`src/rtl/md_pkg.sv`:
```
package md_pkg;

  // Operation codes follow the funct3 order the decoder already produces.
  typedef enum logic [2:0] {
    OP_MUL    = 3'd0,
    OP_MULH   = 3'd1,
    OP_MULHSU = 3'd2,
    OP_MULHU  = 3'd3,
    OP_DIV    = 3'd4,
    OP_DIVU   = 3'd5,
    OP_REM    = 3'd6,
    OP_REMU   = 3'd7
  } md_op_e;

  typedef enum logic [1:0] {
    ST_IDLE  = 2'd0,
    ST_CHECK = 2'd1,
    ST_MUL   = 2'd2,
    ST_DIV   = 2'd3
  } md_state_e;

  localparam int CAUSE_W = 4;
  localparam logic [CAUSE_W-1:0] CAUSE_ILLEGAL = 4'd2;

endpackage

```
`src/rtl/md_idx_check.sv`:
```
module md_idx_check #(
  parameter int IDX_W     = 5,
  parameter int REG_COUNT = 32
) (
  input  logic [IDX_W-1:0] idx_rs1,
  input  logic [IDX_W-1:0] idx_rs2,
  input  logic [IDX_W-1:0] idx_rd,
  output logic             out_of_range
);
  localparam int N_IDX = 3;

  logic [IDX_W-1:0] idx_set [N_IDX];
  logic [N_IDX-1:0] over;

  assign idx_set[0] = idx_rs1;
  assign idx_set[1] = idx_rs2;
  assign idx_set[2] = idx_rd;

  for (genvar g = 0; g < N_IDX; g++) begin : g_cmp
    assign over[g] = int'(idx_set[g]) >= REG_COUNT;
  end

  assign out_of_range = |over;
endmodule

```
`src/rtl/md_multiplier.sv`:
```
module md_multiplier #(
  parameter int XLEN = 32
) (
  input  logic              clk,
  input  logic              en,
  input  logic [XLEN-1:0]   op_a,
  input  logic [XLEN-1:0]   op_b,
  input  logic              a_signed,
  input  logic              b_signed,
  output logic [2*XLEN-1:0] product
);
  localparam int PW = 2 * XLEN;

  logic [PW-1:0] ext_a;
  logic [PW-1:0] ext_b;

  // Extending both operands to full width makes the truncated product exact
  // for every sign mix.
  assign ext_a = {{XLEN{a_signed & op_a[XLEN-1]}}, op_a};
  assign ext_b = {{XLEN{b_signed & op_b[XLEN-1]}}, op_b};

  always_ff @(posedge clk) begin
    if (en) product <= ext_a * ext_b;
  end
endmodule

```
`src/rtl/md_divider.sv`:
```
module md_divider #(
  parameter int XLEN = 32
) (
  input  logic            clk,
  input  logic            rst_n,
  input  logic            start,
  input  logic [XLEN-1:0] dividend,
  input  logic [XLEN-1:0] divisor,
  output logic            fin,
  output logic [XLEN-1:0] quotient,
  output logic [XLEN-1:0] remainder
);
  localparam int CW = $clog2(XLEN + 1);

  logic [XLEN-1:0] rem_q, quo_q, dsr_q;
  logic [CW-1:0]   cnt_q;
  logic [XLEN:0]   shifted, trial;

  assign shifted = {rem_q, quo_q[XLEN-1]};
  assign trial   = shifted - {1'b0, dsr_q};

  always_ff @(posedge clk or negedge rst_n) begin
    if (!rst_n) begin
      rem_q <= '0;
      quo_q <= '0;
      dsr_q <= '0;
      cnt_q <= '0;
      fin   <= 1'b0;
    end else begin
      fin <= 1'b0;
      if (start) begin
        rem_q <= '0;
        quo_q <= dividend;
        dsr_q <= divisor;
        cnt_q <= CW'(XLEN);
      end else if (cnt_q != '0) begin
        // restoring step: keep the difference only when it is non-negative
        if (!trial[XLEN]) begin
          rem_q <= trial[XLEN-1:0];
          quo_q <= {quo_q[XLEN-2:0], 1'b1};
        end else begin
          rem_q <= shifted[XLEN-1:0];
          quo_q <= {quo_q[XLEN-2:0], 1'b0};
        end
        cnt_q <= cnt_q - 1'b1;
        if (cnt_q == CW'(1)) fin <= 1'b1;
      end
    end
  end

  assign quotient  = quo_q;
  assign remainder = rem_q;
endmodule

```
`src/rtl/md_unit.sv`:
```
module md_unit
  import md_pkg::*;
#(
  parameter int XLEN      = 32,
  parameter int REG_COUNT = 32,
  parameter int IDX_W     = 5
) (
  input  logic               clk,
  input  logic               rst_n,
  input  logic               req_valid,
  output logic               req_ready,
  input  logic [2:0]         req_op,
  input  logic [XLEN-1:0]    req_a,
  input  logic [XLEN-1:0]    req_b,
  input  logic [IDX_W-1:0]   req_rs1,
  input  logic [IDX_W-1:0]   req_rs2,
  input  logic [IDX_W-1:0]   req_rd,
  output logic               rsp_done,
  output logic [XLEN-1:0]    rsp_result,
  output logic               rsp_wen,
  output logic [IDX_W-1:0]   rsp_rd,
  output logic               rsp_illegal,
  output logic [CAUSE_W-1:0] rsp_cause
);
  localparam logic [XLEN-1:0] MOST_NEG = {1'b1, {(XLEN-1){1'b0}}};

  md_state_e        state_q;
  md_op_e           op_q;
  logic [XLEN-1:0]  a_q, b_q;
  logic [IDX_W-1:0] rs1_q, rs2_q, rd_q;

  logic accept;
  logic idx_bad;
  logic is_div, div_signed, want_rem;
  logic b_zero, ovf, shortcut;
  logic [XLEN-1:0] shortcut_val;
  logic a_neg, b_neg;
  logic [XLEN-1:0] a_mag, b_mag;
  logic mul_en, div_start, div_fin;
  logic [2*XLEN-1:0] product;
  logic [XLEN-1:0] mul_val, div_quo, div_rem, div_val;

  assign req_ready = (state_q == ST_IDLE);
  assign accept    = req_valid && req_ready;

  md_idx_check #(.IDX_W(IDX_W), .REG_COUNT(REG_COUNT)) u_idx (
    .idx_rs1      (rs1_q),
    .idx_rs2      (rs2_q),
    .idx_rd       (rd_q),
    .out_of_range (idx_bad)
  );

  // operation decode
  assign is_div     = op_q[2];
  assign div_signed = ~op_q[0];
  assign want_rem   = op_q[1];

  // division shortcuts
  assign b_zero   = (b_q == '0);
  assign ovf      = is_div && div_signed && (a_q == MOST_NEG) && (b_q == '1);
  assign shortcut = is_div && (b_zero || ovf);

  always_comb begin
    if (b_zero) shortcut_val = want_rem ? a_q : '1;
    else        shortcut_val = want_rem ? '0  : a_q;
  end

  // magnitudes for the divider
  assign a_neg = div_signed && a_q[XLEN-1];
  assign b_neg = div_signed && b_q[XLEN-1];
  assign a_mag = a_neg ? (~a_q + 1'b1) : a_q;
  assign b_mag = b_neg ? (~b_q + 1'b1) : b_q;

  assign mul_en    = (state_q == ST_CHECK) && !idx_bad && !is_div;
  assign div_start = (state_q == ST_CHECK) && !idx_bad && is_div && !shortcut;

  md_multiplier #(.XLEN(XLEN)) u_mul (
    .clk      (clk),
    .en       (mul_en),
    .op_a     (a_q),
    .op_b     (b_q),
    .a_signed (op_q != OP_MULHU),
    .b_signed (~op_q[1]),
    .product  (product)
  );

  md_divider #(.XLEN(XLEN)) u_div (
    .clk       (clk),
    .rst_n     (rst_n),
    .start     (div_start),
    .dividend  (a_mag),
    .divisor   (b_mag),
    .fin       (div_fin),
    .quotient  (div_quo),
    .remainder (div_rem)
  );

  assign mul_val = (op_q == OP_MUL) ? product[XLEN-1:0] : product[2*XLEN-1:XLEN];

  // sign correction: quotient by sign mismatch, remainder follows the dividend
  always_comb begin
    if (want_rem) div_val = a_neg ? (~div_rem + 1'b1) : div_rem;
    else          div_val = (a_neg ^ b_neg) ? (~div_quo + 1'b1) : div_quo;
  end

  always_ff @(posedge clk or negedge rst_n) begin
    if (!rst_n) begin
      state_q     <= ST_IDLE;
      op_q        <= OP_MUL;
      a_q         <= '0;
      b_q         <= '0;
      rs1_q       <= '0;
      rs2_q       <= '0;
      rd_q        <= '0;
      rsp_done    <= 1'b0;
      rsp_result  <= '0;
      rsp_wen     <= 1'b0;
      rsp_rd      <= '0;
      rsp_illegal <= 1'b0;
      rsp_cause   <= '0;
    end else begin
      rsp_done    <= 1'b0;
      rsp_wen     <= 1'b0;
      rsp_illegal <= 1'b0;
      rsp_cause   <= '0;
      case (state_q)
        ST_IDLE: begin
          if (accept) begin
            op_q    <= md_op_e'(req_op);
            a_q     <= req_a;
            b_q     <= req_b;
            rs1_q   <= req_rs1;
            rs2_q   <= req_rs2;
            rd_q    <= req_rd;
            state_q <= ST_CHECK;
          end
        end
        ST_CHECK: begin
          if (idx_bad) begin
            rsp_done    <= 1'b1;
            rsp_illegal <= 1'b1;
            rsp_cause   <= CAUSE_ILLEGAL;
            rsp_rd      <= rd_q;
            state_q     <= ST_IDLE;
          end else if (!is_div) begin
            state_q <= ST_MUL;
          end else if (shortcut) begin
            rsp_done   <= 1'b1;
            rsp_result <= shortcut_val;
            rsp_wen    <= (rd_q != '0);
            rsp_rd     <= rd_q;
            state_q    <= ST_IDLE;
          end else begin
            state_q <= ST_DIV;
          end
        end
        ST_MUL: begin
          rsp_done   <= 1'b1;
          rsp_result <= mul_val;
          rsp_wen    <= (rd_q != '0);
          rsp_rd     <= rd_q;
          state_q    <= ST_IDLE;
        end
        ST_DIV: begin
          if (div_fin) begin
            rsp_done   <= 1'b1;
            rsp_result <= div_val;
            rsp_wen    <= (rd_q != '0);
            rsp_rd     <= rd_q;
            state_q    <= ST_IDLE;
          end
        end
        default: state_q <= ST_IDLE;
      endcase
    end
  end
endmodule

```
`config.mk`:
```
export PLATFORM = sky130hd
export DESIGN_NAME = md_unit
export DESIGN_NICKNAME = d
export VERILOG_FILES = /design/src/rtl/md_pkg.sv /design/src/rtl/md_idx_check.sv /design/src/rtl/md_multiplier.sv /design/src/rtl/md_divider.sv /design/src/rtl/md_unit.sv
export SDC_FILE = /design/constraint.sdc
export NUM_CORES = 2
export LEC_CHECK = 0
export CAP_MARGIN = 20
export CORE_MARGIN = 2
export CORE_UTILIZATION = 65
export CTS_CLUSTER_SIZE = 40
export DETAILED_ROUTE_END_ITERATION = 7
export GPL_TIMING_DRIVEN = 0
export PLACE_DENSITY = 0.83
export SLEW_MARGIN = 20
export SYNTH_ARGS = -nofsm -noshare
export SYNTH_HDL_FRONTEND = slang
export SYNTH_SLANG_ARGS = --single-unit
```
`constraint.sdc`:
```
create_clock -name clk -period 23.6 [get_ports clk]
set_input_delay 4.72 -clock clk [delete_from_list [all_inputs] [get_ports clk]]
set_output_delay 4.72 -clock clk [all_outputs]
set_load 0.01 [all_outputs]
```
==> impl_table.tex <==
\begin{tabular}{lr}
\hline
Metric & Value \\
\hline
\multicolumn{2}{l}{\textbf{Clock tree}} \\
\quad Clk root buf & sky130\_fd\_sc\_hd\_\_clkbuf\_16 \\
\quad Worst skew pair latency & 0.59 ns \\
\quad Number of H-tree branching levels & 1 \\
\quad Post-CTS setup-driven buffer insertion count & 0 \\
\quad Clock tree from TritonCTS & yes \\
\quad Maximum number of buffers from clock root to sink & 3 \\
\quad Clock transition at path regs & 0.08 ns \\
\quad CTS buffer count & 27 \\
\quad Total number of clock tree sinks & 280 \\
\quad Resized Gates After CTS & 0 \\
\quad Cts-stage hold buffer count & 0 \\
\multicolumn{2}{l}{\textbf{Critical path}} \\
\quad Crit end category & flop \\
\quad Data arrival time of the critical path & between 10 and 15 ns \\
\quad Delay of the slowest cell on the worst path & 0.79 ns \\
\quad Worst setup path category & flop to flop \\
\quad Crit path max fanout & 10 \\
\quad Cell at the slowest stage of the critical path & sky130\_fd\_sc\_hd\_\_clkbuf\_1 \\
\quad Worst r2r path cells & 30 \\
\quad Most frequent cell on the critical path & sky130\_fd\_sc\_hd\_\_fa\_1 \\
\quad Data required time of the worst path & $\sim$24 ns \\
\quad Worst setup SP type & flop \\
\multicolumn{2}{l}{\textbf{Timing}} \\
\quad Setup Skew & between 0.015 and 0.02 ns \\
\quad Number of max-slew violations in the final report & 0 \\
\quad Count of endpoints failing hold in the final timing report & 0 \\
\quad Final critical-path required period & $\sim$11 ns \\
\quad Pin slew with the least headroom to its limit & around 1.4 ns \\
\quad Max-slew headroom at the worst pin & 9.748\% \\
\quad Highest achievable clock rate & 0.09073 GHz \\
\quad Final worst-path cycle share & a little under half \\
\quad Final Setup Violations & 0 \\
\quad Setup repair after global routing missed its margin & false \\
\quad Setup TNS & 0 ns \\
\multicolumn{2}{l}{\textbf{Floorplanning}} \\
\quad Floorplan die area & 85130 sq um \\
\quad Die Span Y & 291.8 um \\
\quad Number of cell rows & 105 \\
\quad Floorplan Core Area & approximately 82000 sq um \\
\quad Starting utilization of the core area & 65.66\% \\
\quad Die boundary width & 291.8 um \\
\quad I/O Pins & 130 \\
\multicolumn{2}{l}{\textbf{Logic synthesis}} \\
\quad Fraction of synthesis flops using an asynchronous set or reset pin & 77.14\% \\
\quad Cell area after synthesis & 53830 sq um \\
\quad Register area share after synthesis & 13.61\% \\
\quad Synthesis-stage register bit count & 280 \\
\quad Synth Warn \# & 0 \\
\quad Synth area leaders & sky130\_fd\_sc\_hd\_\_fa\_1 (42\%), sky130\_fd\_sc\_hd\_\_dfrtp\_1 (10\%), sky130\_fd\_sc\_hd\_\_inv\_1 (7.9\%), sky130\_fd\_sc\_hd\_\_nand2\_1 (6.5\%), sky130\_fd\_sc\_hd\_\_ha\_1 (5.9\%) \\
\quad Count leader, synth & sky130\_fd\_sc\_hd\_\_inv\_1 \\
\quad Post-synthesis cell type with the largest combined area & sky130\_fd\_sc\_hd\_\_fa\_1 \\
\quad Post-synth EDFFs & 64 \\
\quad Mean cell area of the mapped netlist & 9.196 sq um \\
\quad Most used flip-flop cell after synthesis & sky130\_fd\_sc\_hd\_\_dfrtp\_1 \\
\quad Commonest cells in the netlist & sky130\_fd\_sc\_hd\_\_inv\_1 (1140), sky130\_fd\_sc\_hd\_\_fa\_1 (1126), sky130\_fd\_sc\_hd\_\_nand2\_1 (931), sky130\_fd\_sc\_hd\_\_and2\_1 (343), sky130\_fd\_sc\_hd\_\_clkbuf\_1 (278) \\
\quad Post-synthesis cell count & 5853 \\
\quad Distinct cell type count of the synthesized netlist & 73 \\
\quad Fraction of synthesized cell area taken by the top area cell type & 41.88\% \\
\multicolumn{2}{l}{\textbf{Worst hold path}} \\
\quad Number of cells traversed by the worst hold path & 1 \\
\quad Hold/Removal Path Class & flop to flop \\
\multicolumn{2}{l}{\textbf{Routing}} \\
\quad Detailed-route via count & 44300 \\
\quad Number of violations reported at the end of detailed-routing iteration 0 & 4929 \\
\quad Initial DRT Pass Iterations & 6 \\
\quad DRC violation count after routing & 0 \\
\quad Total routed wirelength & 200300 um \\
\quad Final antenna-violating net count & 0 \\
\quad Vias per cell & 6.227 \\
\quad Detailed-route wire length per cell & between 20 and 30 um \\
\multicolumn{2}{l}{\textbf{Cells and area}} \\
\quad Layout cell share with drive strength beyond 1 & under 10\% \\
\quad Area occupied by multi-input gates & roughly 41000 sq um \\
\quad Number of filler instances in the final layout & 6566 \\
\quad Final layout net count & about 7500 \\
\quad Syn-to-layout area delta & 6.771\% \\
\quad Total area of sequential cells & about 7300 sq um \\
\multicolumn{2}{l}{\textbf{GRT}} \\
\quad Number of global-route vias before repair & around 46000 \\
\quad Remaining Overflow, GRT & 0 \\
\quad Largest net degree at the start of global routing & 95 \\
\quad Initial antenna violation count & 16 \\
\quad First-pass GRT wire length & 292100 um \\
\quad Global router's overall resource usage & 47.86\% \\
\multicolumn{2}{l}{\textbf{Placement}} \\
\quad Global placer's final weighted congestion & 1.068 \\
\quad I/O Buffers & 114 \\
\quad HPWL reported at the end of detailed placement & between 150000 and 200000 um \\
\multicolumn{2}{l}{\textbf{Status}} \\
\quad Status & finished clean \\
\multicolumn{2}{l}{\textbf{Flow run}} \\
\quad Max-Cap Viols & 0 \\
\hline
\end{tabular}
-- layout make-up --
cell class / count / area share [%]
Buffer: 375 / 2.571
Multi-Input combinational cell: 4060 / 70.96
Inverter: 1142 / 7.459
Sequential cell: 280 / 12.75
Clock buffer: 32 / 1.278
Timing Repair Buffer: 125 / 2.253
Antenna cell: 12 / 0.05225
Clock inverter: 18 / 0.3462
Tap cell: 1070 / 2.330
-- per-stage QoR --
stage                     setup slack [ns]  util [%]  instance area, sq um  hold WS [ns]  instances
after floorplan                      15.24         -                 53840        0.4557       5857
after global placement               8.625     68.70                 56320        0.4617       7041
after detailed placement             12.87     68.90                 56490        0.4633       7051
after CTS                            12.84     70.04                 57420        0.4801       7101
after global routing                 12.38     70.07                 57440        0.4958       7102
final                                12.58     70.10                 57470        0.4770       7114
-- sequential cells by signal, indices dropped and copies added, names as in the netlist, 6 cells and up --
| register | flops |
|---|---|
| a_q | 32 |
| u_div.cnt_q | 6 |
| rsp_result | 32 |
| u_div.quotient | 32 |
| u_div.dsr_q | 32 |
| u_mul.product | 64 |
| u_div.remainder | 32 |
| b_q | 32 |
-- worst paths after layout --
check / from / endpoint / slack [ns]
setup / recovery: op_q[2] / u_mul.product[61] / 12.58
hold / removal: rsp_result[14] / rsp_result[14] / 0.48
setup reg to reg: op_q[2] / u_mul.product[61] / 12.58
hold reg to reg: rsp_result[14] / rsp_result[14] / 0.48
max in group asynchronous: rst_n / b_q[18] / 18.31
min in group asynchronous: rst_n / u_div.fin / 4.02
-- critical path: cells and delay by family (launching register included) --
| kind | cells | cell delay (ns) |
|---|---|---|
| adder cells (fa/ha/maj) | 9 | 4.79 |
| buffers and inverters | 8 | 2.01 |
| AND/OR/NAND/NOR | 5 | 1.90 |
| AO/OA/AOI/OAI | 7 | 1.59 |
| flip-flops | 1 | 0.33 |
| XOR/XNOR | 1 | 0.09 |
-- layout by cell type (no fill, tap or decap), types with 16 or more instances in the layout --
master | netlist | routed
sky130_fd_sc_hd__edfxtp_1 | 64 | 64
sky130_fd_sc_hd__a21o_1 | 39 | 39
sky130_fd_sc_hd__clkbuf_1 | 278 | 264
sky130_fd_sc_hd__xnor2_1 | 144 | 144
sky130_fd_sc_hd__mux2_2 | 71 | 71
sky130_fd_sc_hd__nor4_1 | 19 | 18
sky130_fd_sc_hd__o21ai_0 | 226 | 226
sky130_fd_sc_hd__fa_1 | 1126 | 1125
sky130_fd_sc_hd__nor3_1 | 33 | 33
sky130_fd_sc_hd__mux2i_1 | 78 | 78
sky130_fd_sc_hd__nor2_1 | 191 | 191
sky130_fd_sc_hd__nand4_1 | 18 | 18
sky130_fd_sc_hd__and3_1 | 18 | 18
sky130_fd_sc_hd__nand2_1 | 931 | 931
sky130_fd_sc_hd__clkdlybuf4s50_1 | 0 | 113
sky130_fd_sc_hd__nor2b_1 | 16 | 16
sky130_fd_sc_hd__nand3_1 | 19 | 19
sky130_fd_sc_hd__buf_1 | 81 | 81
sky130_fd_sc_hd__a211oi_1 | 40 | 40
sky130_fd_sc_hd__dfrtp_1 | 216 | 216
sky130_fd_sc_hd__and2_1 | 343 | 343
sky130_fd_sc_hd__o31ai_1 | 20 | 20
sky130_fd_sc_hd__o211ai_1 | 45 | 45
sky130_fd_sc_hd__inv_1 | 1140 | 1140
sky130_fd_sc_hd__a31oi_1 | 16 | 16
sky130_fd_sc_hd__xor2_1 | 81 | 81
sky130_fd_sc_hd__ha_1 | 252 | 252
sky130_fd_sc_hd__a21oi_1 | 172 | 172
sky130_fd_sc_hd__clkbuf_16 | 0 | 27
sky130_fd_sc_hd__o21a_1 | 16 | 16
-- cell families after synthesis --
kind of cell    Yosys count  synth area share [%]
flops                   280                 13.61
other cells               1              0.006967
simple gates           1653                 14.02
xor+xnor                225                 3.661
mux                     149                 2.936
compound gates          650                 7.350
fa+ha+maj              1378                 47.74
buf+inv                1517                 10.67
-- routing by layer --
metal,vias up,routed length (um),part of all wire [%],GRT usage [%]
met5,-,150,0.075,0.3971
met1,22250,67820,34,57.19
li1,18050,-,-,-
met2,3048,86920,43,72.24
met4,14,20950,10,38.47
met3,945,24430,12,14.48
Power is left out: the tool's default activity adds up to more than one toggle a clock period on the data nets, which glitch-free logic cannot reach.
